## config.mk

```make
export PLATFORM = sky130hd
export DESIGN_NAME = hdma_engine
export DESIGN_NICKNAME = d
export VERILOG_FILES = /design/src/rtl/hdma_pkg.sv /design/src/rtl/hdma_pattern.sv /design/src/rtl/hdma_later.sv /design/src/rtl/hdma_engine.sv
export SDC_FILE = /design/constraint.sdc
export NUM_CORES = 1
export LEC_CHECK = 0
export ABC_AREA = 0
export BUFFER_PORTS_ARGS = -buffer_cell sky130_fd_sc_hd__buf_2
export CAP_MARGIN = 40
export CORE_MARGIN = 3
export CORE_UTILIZATION = 48
export DETAILED_ROUTE_END_ITERATION = 10
export PLACE_DENSITY = 0.74
export RECOVER_POWER = 100
export SLEW_MARGIN = 15
export SYNTH_ARGS = -nofsm -noshare
export SYNTH_HDL_FRONTEND = slang
export SYNTH_HIERARCHICAL = 1
export SYNTH_SLANG_ARGS = --single-unit
```

## constraint.sdc

```tcl
create_clock -name clk_i -period 4.7 [get_ports clk_i]
set_clock_uncertainty 0.2 [all_clocks]
set_input_delay 0.705 -clock clk_i [delete_from_list [all_inputs] [get_ports clk_i]]
set_output_delay 0.705 -clock clk_i [all_outputs]
set_load 0.01 [all_outputs]
```

## src/rtl/hdma_pkg.sv

```systemverilog
package hdma_pkg;
  typedef enum logic [2:0] {
    ST_IDLE, ST_INIT, ST_XFER, ST_COUNT, ST_RELOAD, ST_DONE
  } hdma_st_e;

  localparam int IND_BIT = 6;
  localparam int REP_BIT = 7;
endpackage

```

## src/rtl/hdma_pattern.sv

```systemverilog
module hdma_pattern (
  input  logic [2:0] mode_i,
  input  logic [1:0] idx_i,
  output logic [1:0] off_o,
  output logic       last_o
);
  always_comb begin
    off_o  = 2'd0;
    last_o = 1'b0;
    unique case (mode_i)
      3'd0: begin off_o = 2'd0;                last_o = (idx_i == 2'd0); end
      3'd1: begin off_o = idx_i;               last_o = (idx_i == 2'd1); end
      3'd2,
      3'd6: begin off_o = 2'd0;                last_o = (idx_i == 2'd1); end
      3'd3,
      3'd7: begin off_o = {1'b0, idx_i[1]};    last_o = (idx_i == 2'd3); end
      3'd4: begin off_o = idx_i;               last_o = (idx_i == 2'd3); end
      default: begin off_o = {1'b0, idx_i[0]}; last_o = (idx_i == 2'd3); end
    endcase
  end
endmodule

```

## src/rtl/hdma_later.sv

```systemverilog
module hdma_later #(
  parameter int NCH = 8,
  localparam int CW = $clog2(NCH)
) (
  input  logic [NCH-1:0] live_i,
  input  logic [CW-1:0]  ch_i,
  output logic           any_o
);
  logic [NCH-1:0] above;
  for (genvar j = 0; j < NCH; j++) begin : g_above
    assign above[j] = live_i[j] && (CW'(j) > ch_i);
  end
  assign any_o = |above;
endmodule

```

## src/rtl/hdma_engine.sv

```systemverilog
module hdma_engine
  import hdma_pkg::*;
#(
  parameter int NCH = 8,
  parameter int AW  = 16,
  parameter int BKW = 8,
  parameter int DW  = 8,
  parameter int BW  = 16,
  parameter logic [BW-1:0] B_BASE = 16'h2100
) (
  input  logic               clk_i,
  input  logic               rst_ni,
  input  logic               frame_start_i,
  input  logic               hblank_i,
  input  logic [NCH-1:0]     en_mask_i,
  input  logic [8*NCH-1:0]   ctrl_i,
  input  logic [8*NCH-1:0]   dest_i,
  input  logic [AW*NCH-1:0]  tbl_addr_i,
  input  logic [BKW*NCH-1:0] tbl_bank_i,
  input  logic [BKW*NCH-1:0] ind_bank_i,
  output logic               a_rd_o,
  output logic [BKW+AW-1:0]  a_addr_o,
  input  logic [DW-1:0]      a_rdata_i,
  output logic               b_wr_o,
  output logic [BW-1:0]      b_addr_o,
  output logic [DW-1:0]      b_wdata_o,
  output logic               done_o
);
  localparam int CW = $clog2(NCH);
  localparam logic [CW-1:0] LAST = CW'(NCH - 1);

  logic [7:0]     ctrl_w  [NCH];
  logic [7:0]     dest_w  [NCH];
  logic [AW-1:0]  tbl_w   [NCH];
  logic [BKW-1:0] tbank_w [NCH];
  logic [BKW-1:0] ibank_w [NCH];
  logic [NCH-1:0] live;

  hdma_st_e       st_q;
  logic [CW-1:0]  ch_q;
  logic [1:0]     step_q, bidx_q;
  logic           rd_wait_q, two_q, ret_cnt_q;
  logic [AW-1:0]  ptr_q [NCH];
  logic [AW-1:0]  iad_q [NCH];
  logic [7:0]     cnt_q [NCH];
  logic [NCH-1:0] act_q, pend_q;

  for (genvar c = 0; c < NCH; c++) begin : g_cfg
    assign ctrl_w[c]  = ctrl_i[c*8 +: 8];
    assign dest_w[c]  = dest_i[c*8 +: 8];
    assign tbl_w[c]   = tbl_addr_i[c*AW +: AW];
    assign tbank_w[c] = tbl_bank_i[c*BKW +: BKW];
    assign ibank_w[c] = ind_bank_i[c*BKW +: BKW];
    assign live[c]    = act_q[c] && (cnt_q[c] != 8'd0);
  end

  logic       cur_ind, xfer_go, later_live, pat_last, ch_last;
  logic [2:0] cur_mode;
  logic [1:0] pat_off;
  logic [7:0] cnt_dec;

  assign cur_ind  = ctrl_w[ch_q][IND_BIT];
  assign cur_mode = ctrl_w[ch_q][2:0];
  assign xfer_go  = act_q[ch_q] && pend_q[ch_q];
  assign cnt_dec  = cnt_q[ch_q] - 8'd1;
  assign ch_last  = (ch_q == LAST);

  hdma_later #(.NCH(NCH)) u_later (
    .live_i (live),
    .ch_i   (ch_q),
    .any_o  (later_live)
  );

  hdma_pattern u_pat (
    .mode_i (cur_mode),
    .idx_i  (bidx_q),
    .off_o  (pat_off),
    .last_o (pat_last)
  );

  assign a_rd_o    = !rd_wait_q && ((st_q == ST_RELOAD) || (st_q == ST_XFER && xfer_go));
  assign b_wr_o    = rd_wait_q && st_q == ST_XFER && xfer_go;
  assign b_addr_o  = B_BASE + BW'(dest_w[ch_q]) + BW'(pat_off);
  assign b_wdata_o = a_rdata_i;
  assign done_o    = (st_q == ST_DONE);

  always_comb begin
    if (st_q == ST_XFER && cur_ind) a_addr_o = {ibank_w[ch_q], iad_q[ch_q]};
    else                            a_addr_o = {tbank_w[ch_q], ptr_q[ch_q]};
  end

  always_ff @(posedge clk_i or negedge rst_ni) begin
    if (!rst_ni) begin
      st_q      <= ST_IDLE;
      ch_q      <= '0;
      step_q    <= '0;
      bidx_q    <= '0;
      rd_wait_q <= 1'b0;
      two_q     <= 1'b0;
      ret_cnt_q <= 1'b0;
      act_q     <= '0;
      pend_q    <= '0;
      for (int c = 0; c < NCH; c++) begin
        ptr_q[c] <= '0;
        iad_q[c] <= '0;
        cnt_q[c] <= '0;
      end
    end else begin
      unique case (st_q)
        ST_IDLE: begin
          if (frame_start_i) begin
            act_q  <= en_mask_i;
            pend_q <= '0;
            for (int c = 0; c < NCH; c++) cnt_q[c] <= '0;
            ch_q   <= '0;
            st_q   <= ST_INIT;
          end else if (hblank_i) begin
            ch_q      <= '0;
            bidx_q    <= '0;
            rd_wait_q <= 1'b0;
            st_q      <= ST_XFER;
          end
        end
        ST_INIT: begin
          if (act_q[ch_q]) begin
            ptr_q[ch_q] <= tbl_w[ch_q];
            step_q      <= '0;
            rd_wait_q   <= 1'b0;
            ret_cnt_q   <= 1'b0;
            st_q        <= ST_RELOAD;
          end else if (ch_last) st_q <= ST_DONE;
          else                  ch_q <= ch_q + 1'b1;
        end
        ST_XFER: begin
          if (!xfer_go) begin
            if (ch_last) begin ch_q <= '0; st_q <= ST_COUNT; end
            else ch_q <= ch_q + 1'b1;
          end else if (!rd_wait_q) begin
            rd_wait_q <= 1'b1;
          end else begin
            rd_wait_q <= 1'b0;
            if (cur_ind) iad_q[ch_q] <= iad_q[ch_q] + 1'b1;
            else         ptr_q[ch_q] <= ptr_q[ch_q] + 1'b1;
            if (pat_last) begin
              bidx_q <= '0;
              if (ch_last) begin ch_q <= '0; st_q <= ST_COUNT; end
              else ch_q <= ch_q + 1'b1;
            end else bidx_q <= bidx_q + 1'b1;
          end
        end
        ST_COUNT: begin
          if (act_q[ch_q]) begin
            cnt_q[ch_q]  <= cnt_dec;
            pend_q[ch_q] <= cnt_dec[REP_BIT];
          end
          if (act_q[ch_q] && cnt_dec[6:0] == 7'd0) begin
            step_q    <= '0;
            rd_wait_q <= 1'b0;
            ret_cnt_q <= 1'b1;
            st_q      <= ST_RELOAD;
          end else if (ch_last) st_q <= ST_DONE;
          else                  ch_q <= ch_q + 1'b1;
        end
        ST_RELOAD: begin
          if (!rd_wait_q) begin
            rd_wait_q <= 1'b1;
          end else begin
            logic fin;
            fin = 1'b0;
            rd_wait_q   <= 1'b0;
            ptr_q[ch_q] <= ptr_q[ch_q] + 1'b1;
            unique case (step_q)
              2'd0: begin
                cnt_q[ch_q] <= a_rdata_i;
                if (a_rdata_i == 8'd0) act_q[ch_q] <= 1'b0;
                if (cur_ind) begin
                  two_q  <= (a_rdata_i != 8'd0) || later_live;
                  step_q <= 2'd1;
                end else fin = 1'b1;
              end
              2'd1: begin
                if (two_q) begin
                  iad_q[ch_q][7:0] <= a_rdata_i;
                  step_q <= 2'd2;
                end else begin
                  iad_q[ch_q] <= {a_rdata_i, 8'h00};
                  fin = 1'b1;
                end
              end
              default: begin
                iad_q[ch_q][15:8] <= a_rdata_i;
                fin = 1'b1;
              end
            endcase
            if (fin) begin
              pend_q[ch_q] <= 1'b1;
              if (ch_last) st_q <= ST_DONE;
              else begin
                ch_q <= ch_q + 1'b1;
                st_q <= ret_cnt_q ? ST_COUNT : ST_INIT;
              end
            end
          end
        end
        default: st_q <= ST_IDLE;
      endcase
    end
  end


  rd_pace_chk: assert property (@(posedge clk_i) disable iff (!rst_ni)
    a_rd_o |=> !a_rd_o);


  b_src_chk: assert property (@(posedge clk_i) disable iff (!rst_ni)
    b_wr_o |-> $past(a_rd_o));


  done_pulse_chk: assert property (@(posedge clk_i) disable iff (!rst_ni)
    done_o |=> !done_o);


  scan_order_chk: assert property (@(posedge clk_i) disable iff (!rst_ni)
    (st_q == ST_XFER && $past(st_q) == ST_XFER) |-> ch_q >= $past(ch_q));
endmodule

```

### Yosys cells after proc, flatten, opt, wreduce, memory -nomap -nowiden

Cells that the tools add are included.

| word-level totals | value |
|---|---|
| bits in registers | 349 |
| output and inout bits | 51 |

| cells by class | value |
|---|---|
| add/sub/neg operators | 7 |
| order comparisons | 12 |
| equal/unequal tests | 38 |
| multiplexer cells | 131 |
| bitwise logic cells | 4 |
| reductions and logical operators | 68 |

Operator list:

| kind | number |
|---|---|
| $mux W128 | 10 |
| $bwmux W128 | 6 |
| $pmux W128 S2 | 2 |
| $pmux W128 S3 | 1 |
| $mux W64 | 4 |
| $pmux W64 S3 | 1 |
| $bmux W16 S3 | 3 |
| $demux W16 S3 | 3 |
| $mux W8 | 18 |
| $bwmux W64 | 2 |
| $mux W16 | 8 |
| $bmux W8 S3 | 5 |
| $reduce_bool A8 Y1 | 9 |
| $mux W3 | 23 |
| $add A16 B1 Y16 const B | 2 |
| $pmux W3 S5 | 2 |
| $ne A2 B2 Y1 const B | 14 |
| $logic_and A1 B1 Y1 | 25 |
| $reduce_and A5 Y1 | 5 |
| $demux W8 S3 | 1 |
| $mux W24 | 1 |
| $pmux W8 S3 | 1 |
| $mux W2 | 11 |
| $eq A3 B3 Y1 const B | 6 |
| other kinds (50) | 97 |

### Depth between registers and ports, before layout

| depth | value |
|---|---|
| depth in word-level cells | 11 |
| gate-level depth with buffers | 21 |

### Hierarchy

The synthesis kept the hierarchy.

By module, submodules not included:

| module | times used | cells each | area an instance (um^2) | sequential area each (um^2) |
|---|---|---|---|---|
| hdma_engine | 1 | 2,269 | 21,493.1 | 8,733.4 |
| hdma_pattern | 1 | 11 | 78.8 | 0.0 |
| hdma_later | 1 | 11 | 66.3 | 0.0 |

### Worst setup path after synthesis

No wires, ideal clock.

| path | value |
|---|---|
| path type | flip-flop to output port |
| start point | register ch_q[2] |
| end point | output b_addr_o[8] |
| arrival time | 4,134 ps |
| setup slack | -339 ps |
| stages on the path, launching flop included | 20 |
| cells stage by stage | dfrtp_1 buf_4 buf_6 buf_2 buf_2 buf_4 buf_4 buf_2 nor2_1 buf_4 buf_2 buf_2 a22oi_1 nand4_1 o21ai_0 o21ai_0 ha_1 inv_1 fa_1 or3_1 |

| on the way | value |
|---|---|
| longest elaborated chain between the ends | 8 |
| elaborated cells between the ends (all ways) | 20 |

RTL lines:

| element | RTL line | text |
|---|---|---|
| start, declared | hdma_engine.sv:40 | `logic [CW-1:0] ch_q;` |
| start signal, assigned | hdma_engine.sv:132 | `else ch_q <= ch_q + 1'b1;` |
| start signal, assigned | hdma_engine.sv:137 | `else ch_q <= ch_q + 1'b1;` |
| start signal, assigned | hdma_engine.sv:147 | `else ch_q <= ch_q + 1'b1;` |
| $not A3 Y4 (implied by the code) * | hdma_engine.sv:63 | `assign cur_mode = ctrl_w[ch_q][2:0];` |
| $bmux W8 S3 * | hdma_engine.sv:63 |  |
| $mux W7 (implied by the code) * (2 in series) | hdma_engine.sv:63 |  |
| via cur_mode[0] | hdma_engine.sv:58 | `logic [2:0] cur_mode;` |
| $eq A3 B2 Y1 (tied with other cells) | hdma_pattern.sv:10 | `unique case (mode_i)` |
| $reduce_or A3 Y1 (no source line) (tied with other cells) | -- |  |
| $pmux W2 S3 * | hdma_pattern.sv:10 |  |
| via pat_off[0] | hdma_engine.sv:59 | `logic [1:0] pat_off;` |
| $add A15 B2 Y16 * | hdma_engine.sv:83 | `assign b_addr_o = B_BASE + BW'(dest_w[ch_q]) + BW'(pat_off);` |
| end, declared | hdma_engine.sv:25 | `output logic [BW-1:0] b_addr_o,` |

Mark *: on every way through the listed nets, which the timed path passes. The rest lies on a longest branch. The select of a mux whose other input is x is not followed.

### Worst setup path in the final report

| path | value |
|---|---|
| start point | register ch_q[1] |
| end point | output a_addr_o[21] |

| on the way | value |
|---|---|
| longest elaborated chain between the ends | 6 |
| elaborated cells between the ends (all ways) | 12 |

RTL lines:

| element | RTL line | text |
|---|---|---|
| $not A3 Y4 (implied by the code) * | hdma_engine.sv:62, hdma_engine.sv:88, hdma_engine.sv:89 |  |
| $bmux W8 S3 | hdma_engine.sv:62 | `assign cur_ind = ctrl_w[ch_q][IND_BIT];` |
| $mux W7 (2 in series) | -- |  |
| $logic_and A1 B1 Y1 | hdma_engine.sv:88 | `if (st_q == ST_XFER && cur_ind) a_addr_o = {ibank_w[ch_q], iad_q[ch_q]};` |
| $mux W24 * | hdma_engine.sv:88 |  |
| end, declared | hdma_engine.sv:22 | `output logic [BKW+AW-1:0] a_addr_o,` |

Every way passes the cells marked *; elsewhere a longest branch is shown, timed or not. The select of a mux whose other input is x is not followed.

==> impl_metrics.py <==
metrics = {
    "status": {
        "status": "finished, violations left",
        "violations": "max-capacitance violations, max-slew violations",
    },
    "finish": {
        "fill_cells": 3954,
        "final_cell_mix": "388 x buf_2, 346 x dfrtp_1, 274 x nand2_1",
        "seq_area_um2": 8740,
        "finalNetCount": 3118,
        "utilization": 0.584,
        "design_area_um2": 25900,
        "final_layout_size_suffix_gt1_frac": 0.273,
        "multi_input_area_um2": 11800,
        "syn_to_final_growth_pct": 19.7,
        "final_common_cell": "buf_2",
    },
    "setup_path": {
        "worstPathCellList": "buf_12 -> or2_1 -> o22ai_1 -> o21ai_4 -> clkbuf_2 -> nor2_1 -> a31oi_1 -> buf_2",
        "cp.required_ns": 3.80,
        "cp-start-kind": "flop",
        "crit_path_max_incr_delay_ns": 0.52,
        "crit_path_top_delay_cell": "dfrtp_4",
        "worstPathMaxFanout": 79,
        "worstPathArrival_ns": 3.74,
        "cp-end-kind": "primary output",
        "crit_type": "flop to primary output",
    },
    "floorplan": {
        "die_w_um": 218,
        "ios": 455,
        "rows": 77,
        "die_h_um": 218,
        "initial_core_util": 0.488,
        "core_um2": 44300,
        "die_area_um2": 47600,
    },
    "synthesis": {
        "syn_area_um2": 21600,
        "avgSynthCellArea_um2": 9.45,
        "ys_warn_count": 6,
        "netlist_instances": 2288,
    },
    "timing": {
        "worst_pin_slew_ns": 2.62,
        "max_freq_mhz": 215,
        "timing.hold.ws_ns": 0.159,
        "hold_viol": 0,
        "layout_setup_ws_ns": 0.0525,
        "grt_setup_unrepaired": "no",
        "maxSlewViolCount": 38,
        "slew-limit-headroom": -0.746,
        "post-route-period-util": 0.989,
        "finalCriticalPeriod_ns": 4.65,
        "finalSetupViolations": 0,
    },
    "global_route": {
        "grt_max_degree": 131,
        "grt-ovfl-total": 0,
        "met3_usage": 0.118,
        "grt_pass1_wl_um": 134000,
        "use_met2": 0.545,
        "grt_pass1_vias": 21300,
        "grt_antenna_before_repair": 11,
        "grt_usage": 0.374,
        "met1_usage": 0.485,
        "busiest_layer": "met2",
    },
    "route": {
        "via_count": 22390,
        "wl_per_cell_um": 27.8,
        "drt-pass1-iter-count": 6,
        "wl_um": 92600,
        "viasPerCell": 6.72,
        "drtAntennaViolNets": 0,
        "drtIter0Drc": 2769,
        "drc": 0,
    },
    "place": {
        "dp_slack_ns": 0.350,
        "place.gp.congestion": 0.943,
        "hpwl_um": 66400,
        "post_dp_cell_area_um2": 24600,
        "port-buffer-count": 416,
    },
    "power_and_ir_drop": {
        "powerDensity_nw_per_um2": 701,
        "peakVddDrop_mv": 0.517,
        "p_leak_nw": 11.5,
    },
    "clock_network": {
        "cts.path.max_buffers": 3,
        "cts-root-buf": "clkbuf_16",
        "tritoncts": "yes",
        "clock-sinks": 349,
        "cts_made_buffers": 39,
        "clkTransAtPathRegs_ns": 0.06,
        "htree_levels": 2,
        "clk_latency_ns": 0.59,
    },
    "min_path": {
        "hp-class": "input pin to flop",
    },
    "flow_run": {
        "cap_viol_max_count": 1,
    },
}
==> routing by layer <==
metal | up-vias | wire length, um
met5 | - | 65
met4 | 8 | 6220
met3 | 387 | 12000
met2 | 1597 | 39700
met1 | 10949 | 34500
li1 | 9449 | -
==> stage by stage <==
| step | TNS (ns) | instances | power, mW |
|---|---|---|---|
| CTS | -0.0105 | 3314 | 17.9 |
| floorplan | 0 | 2292 | 10.8 |
| detailed placement | 0 | 3241 | 14.7 |
| global route | 0 | 3328 | 18.9 |
| finish | 0 | 3331 | 18.1 |
| global placement | 0 | 3241 | 14.5 |
==> cell type report <==
type | count | share of cell area
multi-input cells | 1708 | 0.457
flip-flops and latches | 349 | 0.338
repair buffers | 557 | 0.118
clock buffers | 56 | 0.0440
well taps | 592 | 0.0286
inverters | 50 | 0.00725
clock inverters | 13 | 0.00585
diodes | 6 | 0.000580
==> final timing paths <==
| kind | cells after the start | endpoint | slack, ns | from |
|---|---|---|---|---|
| hold reg to reg | 2 | ptr_q[125] | 0.27 | ptr_q[125] |
| max in group asynchronous | 4 | ptr_q[86] | 0.58 | rst_ni |
| hold / removal | 2 | act_q[3] | 0.16 | en_mask_i[3] |
| min in group asynchronous | 2 | iad_q[106] | 1.32 | rst_ni |
| setup / recovery | 8 | a_addr_o[21] | 0.05 | ch_q[1] |
| setup reg to reg | 11 | iad_q[13] | 0.12 | ch_q[2] |
==> registers in the layout (all words and copies together), names as in the netlist <==
register and flops:
bidx_q 2, act_q 8, ch_q 3, pend_q 8
ptr_q 128, rd_wait_q 1, step_q 2, cnt_q 64
two_q 1, st_q 3, ret_cnt_q 1, iad_q 128
==> critical path: cells and delay by family, from the launching register on <==
family | cells | cell delay [ns]
buf+inv | 3 | 0.98
compound gates | 3 | 0.89
simple gates | 2 | 0.61
flops | 1 | 0.52
==> power by group <==
group	internal, mW	switching (mW)
combinational	3.75	6.76
sequential	3.85	0.649
clock	1.81	1.32
total	9.41	8.73
==> repair_timing <==
action,CTS,global route
setup endpoints to repair,10,7
resized for setup,4,9
pin swaps,1,5
hold buffers,0,1
setup buffers,4,8
hold endpoints to repair,0,36
(Power assumes the default switching activity.)
